$ cat config.mk
export PLATFORM = sky130hd
export DESIGN_NAME = i2c_rx_holdbuf
export DESIGN_NICKNAME = d
export VERILOG_FILES = /design/src/rtl/i2c_rx_holdbuf.sv
export SDC_FILE = /design/constraint.sdc
export NUM_CORES = 1
export LEC_CHECK = 0
export CAP_MARGIN = 10
export CORE_MARGIN = 4
export CORE_UTILIZATION = 28
export CTS_CLUSTER_DIAMETER = 40
export DETAILED_ROUTE_END_ITERATION = 10
export PLACE_DENSITY_LB_ADDON = 0.08
export SLEW_MARGIN = 20
export SYNTH_ARGS = -nofsm -noshare
export SYNTH_HDL_FRONTEND = slang
export SYNTH_SLANG_ARGS = --single-unit
export TNS_END_PERCENT = 20
$ cat constraint.sdc
create_clock -name clk -period 1.1 [get_ports clk]
set_input_delay 0.22 -clock clk [delete_from_list [all_inputs] [get_ports clk]]
set_output_delay 0.22 -clock clk [all_outputs]
set_load 0.1 [all_outputs]
$ cat src/rtl/i2c_rx_holdbuf.sv
module i2c_rx_holdbuf #(
  parameter int DW = 8
) (
  input  logic          clk,
  input  logic          rst_n,
  input  logic          slave_mode,
  input  logic          interactive_en,
  input  logic          rx_ie,
  input  logic          byte_done,
  input  logic [DW-1:0] byte_data,
  input  logic          addr_phase,
  input  logic          addr_match,
  input  logic          last_bit,
  input  logic          dreg_rd,
  output logic [DW-1:0] rd_data,
  output logic          rx_full,
  output logic          rx_irq,
  output logic          scl_hold
);

  logic qualify;
  logic take;

  assign qualify = !slave_mode || interactive_en || (!addr_phase && addr_match);
  assign take    = byte_done && qualify && (!rx_full || dreg_rd);

  always_ff @(posedge clk or negedge rst_n) begin
    if (!rst_n) begin
      rx_full <= 1'b0;
      rd_data <= '0;
    end else if (take) begin
      rx_full <= 1'b1;
      rd_data <= byte_data;
    end else if (dreg_rd) begin
      rx_full <= 1'b0;
    end
  end

  assign rx_irq   = rx_full && rx_ie;
  assign scl_hold = rx_full && last_bit && qualify;

endmodule


==> parameters.txt <==
Parameter                              Value

Status
  Result of the run ... complete, but fails checks
  Violations in the final reports ... negative setup slack

Setup path
  Maximum net fanout on the critical path ... 4
  Arrival time worst endpoint ... approximately 1.1 ns
  Sort of element at the start of the critical path ... register
  Kind of critical path ... register to output port
  Crit path required time ... 0.88 ns
  Kind of end point of the critical path ... output port

Clock network
  Clock buffers created by TritonCTS ... 3
  Buffers from clock root to sink, at most ... 2
  Clk Tree Root Cell ... sky130_fd_sc_hd__clkbuf_4
  TritonCTS clock tree ... done
  H-tree depth ... 1
  Number of sinks on the clock net ... 9
  Clock input transition at the sequential cells of the worst setup and hold paths ... 0.06 ns
  Clock latency on the worst-skew pair ... between 0.2 and 0.3 ns

Global route
  Number of global-route vias before repair ... 404
  Antenna violations before repair ... 0
  Wire length of the first global-routing pass ... ~1.7 mm
  Total global-route track usage ... 0.1193
  Largest net degree at the start of global routing ... 10
  Sum of overflow across all layers after global routing ... 0

Synthesis
  Post-Syn Instances ... 25
  Fraction of post-synthesis cell area in the top cell type by area ... 0.5769
  Number of synthesized register bits ... 9
  Average instance area after synthesis ... 15.61 µm²
  Area of the mapped netlist ... 390.4 µm²
  Warnings from Yosys ... 0
  Unique cell type count in the Yosys netlist ... 11
  Synth Net Count ... 43
  Sequential fraction of the synthesis area ... 0.5769
  Biggest area contributors in the synthesized netlist ... sky130_fd_sc_hd__dfrtp_1 58%, sky130_fd_sc_hd__mux2_2 17%, sky130_fd_sc_hd__mux2_1 5.8%
  Most area-hungry cell type in the Yosys netlist ... sky130_fd_sc_hd__dfrtp_1

Timing
  Number of endpoints with negative hold slack in the final report ... 0
  Worst hold slack ... 0.2450 ns
  Max Transition Viols Final ... 0
  Timing-limited maximum frequency ... 0.7703 GHz
  Max-slew headroom ... 0.7473
  Setup-violating endpoint count in the final report ... 11
  Skew final ... slightly above 0.005 ns
  Crit share post-route ... 1.180
  Final critical path time including I/O delays and setup ... ~1.3 ns
  Unrepaired setup endpoints after global routing ... yes
  Slew at the pin closest to its max-slew limit ... about 0.38 ns
  PnR worst setup slack ... -0.1982 ns

Finish
  Filler-free cell count of the finished design ... 73
  Count of nets after finishing ... 77
  Total inserted antenna cells ... 0
  Final core area utilization ... 0.6567
  Most used cells in the layout excluding fill and tap cells ... 13 x sky130_fd_sc_hd__clkdlybuf4s50_1, 11 x sky130_fd_sc_hd__buf_12, 8 x sky130_fd_sc_hd__dfrtp_1
  Area Overhead vs Synth ... 118.9%
  Commonest non-fill, non-tap cell in the layout ... sky130_fd_sc_hd__clkdlybuf4s50_1
  Share of final-layout standard cells stronger than drive strength 1 ... 0.4828

Placed design
  Placer congestion estimate ... between 0.8 and 0.9
  DPL Wire Length ... 893.1 µm
  Post-placement setup slack ... -0.5594 ns
  Count of input and output buffers ... 28
  Instance count after placement with tap cells included ... about 70

Die
  Number of I/O pins ... 29
  Die Y ... 45.34 µm
  Die area ... 0.002056 mm²
  Placement row count ... 13
  Core Region ... 0.001301 mm²
  Initial Util ... 0.3000
  X dimension of the die ... approximately 45 µm

Routing
  Total wire length after detailed routing ... 1.042 mm
  Total via count in the routed design ... 329
  Post-route DRC violation count ... 0
  Vias per cell ... about 4.5
  Number of nets with antenna violations after detailed routing ... 0
  Average wire per standard cell ... 14.27 µm
  First-pass iteration count of the detailed router ... 1
  Number of violations reported at the end of detailed-routing iteration 0 ... 0

Pwr
  Tot Pwr ... 1.601 mW
  Power density of the placed cells ... about 1900 mW/mm²
  Leakage power of the design ... 0.3739 nW
  Max VDD drop ... roughly 1.2 mV

Job
  Number of max-cap violations ... 0

Hold path
  Tightest Hold Check Type ... input pin to async pin
-- cell type report --
cell class	count	area (µm²)
Tap cell	15	18.77
Multi-Input combinational cell	16	187.7
Sequential cell	9	229.0
Clock buffer	4	26.28
Fill cell	92	446.7
Timing Repair Buffer	29	392.9
-- final timing paths --
path | from | to | slack [ns] | cells after the start
min in group clk | interactive_en | rx_full | 0.49 | 4
max in group asynchronous | rst_n | rx_full | 0.55 | 1
setup / recovery | rx_full | scl_hold | -0.20 | 2
hold reg to reg | rd_data[0] | rd_data[0] | 0.56 | 1
setup reg to reg | rx_full | rd_data[6] | -0.09 | 3
hold / removal | rst_n | rd_data[0] | 0.25 | 1
-- sequential cells by signal, indices dropped and copies added (netlist names) --
signal / cells
rd_data: 8
rx_full: 1
-- worst max-delay path, stage by stage, from the launching register on --
cell                      delay, ns
sky130_fd_sc_hd__dfrtp_4       0.50
sky130_fd_sc_hd__o211a_4       0.16
sky130_fd_sc_hd__buf_12        0.16
-- cell usage after synthesis --
cell	count
sky130_fd_sc_hd__o211a_1	1
sky130_fd_sc_hd__and2_1	1
sky130_fd_sc_hd__nor2b_2	1
sky130_fd_sc_hd__mux2_1	2
sky130_fd_sc_hd__o211ai_4	1
sky130_fd_sc_hd__mux2_2	6
sky130_fd_sc_hd__o21ai_0	1
sky130_fd_sc_hd__nand2b_1	1
sky130_fd_sc_hd__dfrtp_1	9
sky130_fd_sc_hd__nand2_1	1
sky130_fd_sc_hd__nand2b_4	1
-- routing by layer --
layer / vias to the layer above / routed length (µm) / track usage
met5: - / 0 / 0
met4: 0 / 0 / 0.07018
met3: 0 / 108 / 0.03586
met2: 16 / 575 / 0.2119
met1: 158 / 359 / 0.1213
li1: 155 / - / -
-- logic make-up (layout without fill, tap and decap cells) --
logic type	count (synthesis)	after routing	synth area share
buffers and inverters	0	33	0
muxes	8	8	0.2308
and+or+nand+nor	5	5	0.09937
DFF	9	9	0.5769
AOI/OAI and AO/OA	3	3	0.09294
-- timing repair --
action / CTS / global route
endpoints found under the setup margin: 11 / 14
resized for setup: 5 / 0
buffers inserted: 1 / 0
pin swaps: 2 / 1
hold buffers: 0 / 0
-- through the flow --
step                      cell area, µm²  setup TNS (ns)
after floorplan                    411.6          -2.152
after global routing               854.6          -1.574
after detailed placement           820.8          -5.000
after global placement             820.8          -4.610
final                              854.6          -1.185
after CTS                          854.6          -1.253
-- report_power, final --
group / switching (mW) / total (mW) / leakage [nW] / internal [mW]
Clock: 0.110 / 0.249 / 0.0150 / 0.139
Combinational: 0.546 / 0.897 / 0.255 / 0.351
Sequential: 0.0643 / 0.454 / 0.104 / 0.390
Power figures use the tool's default switching activity.
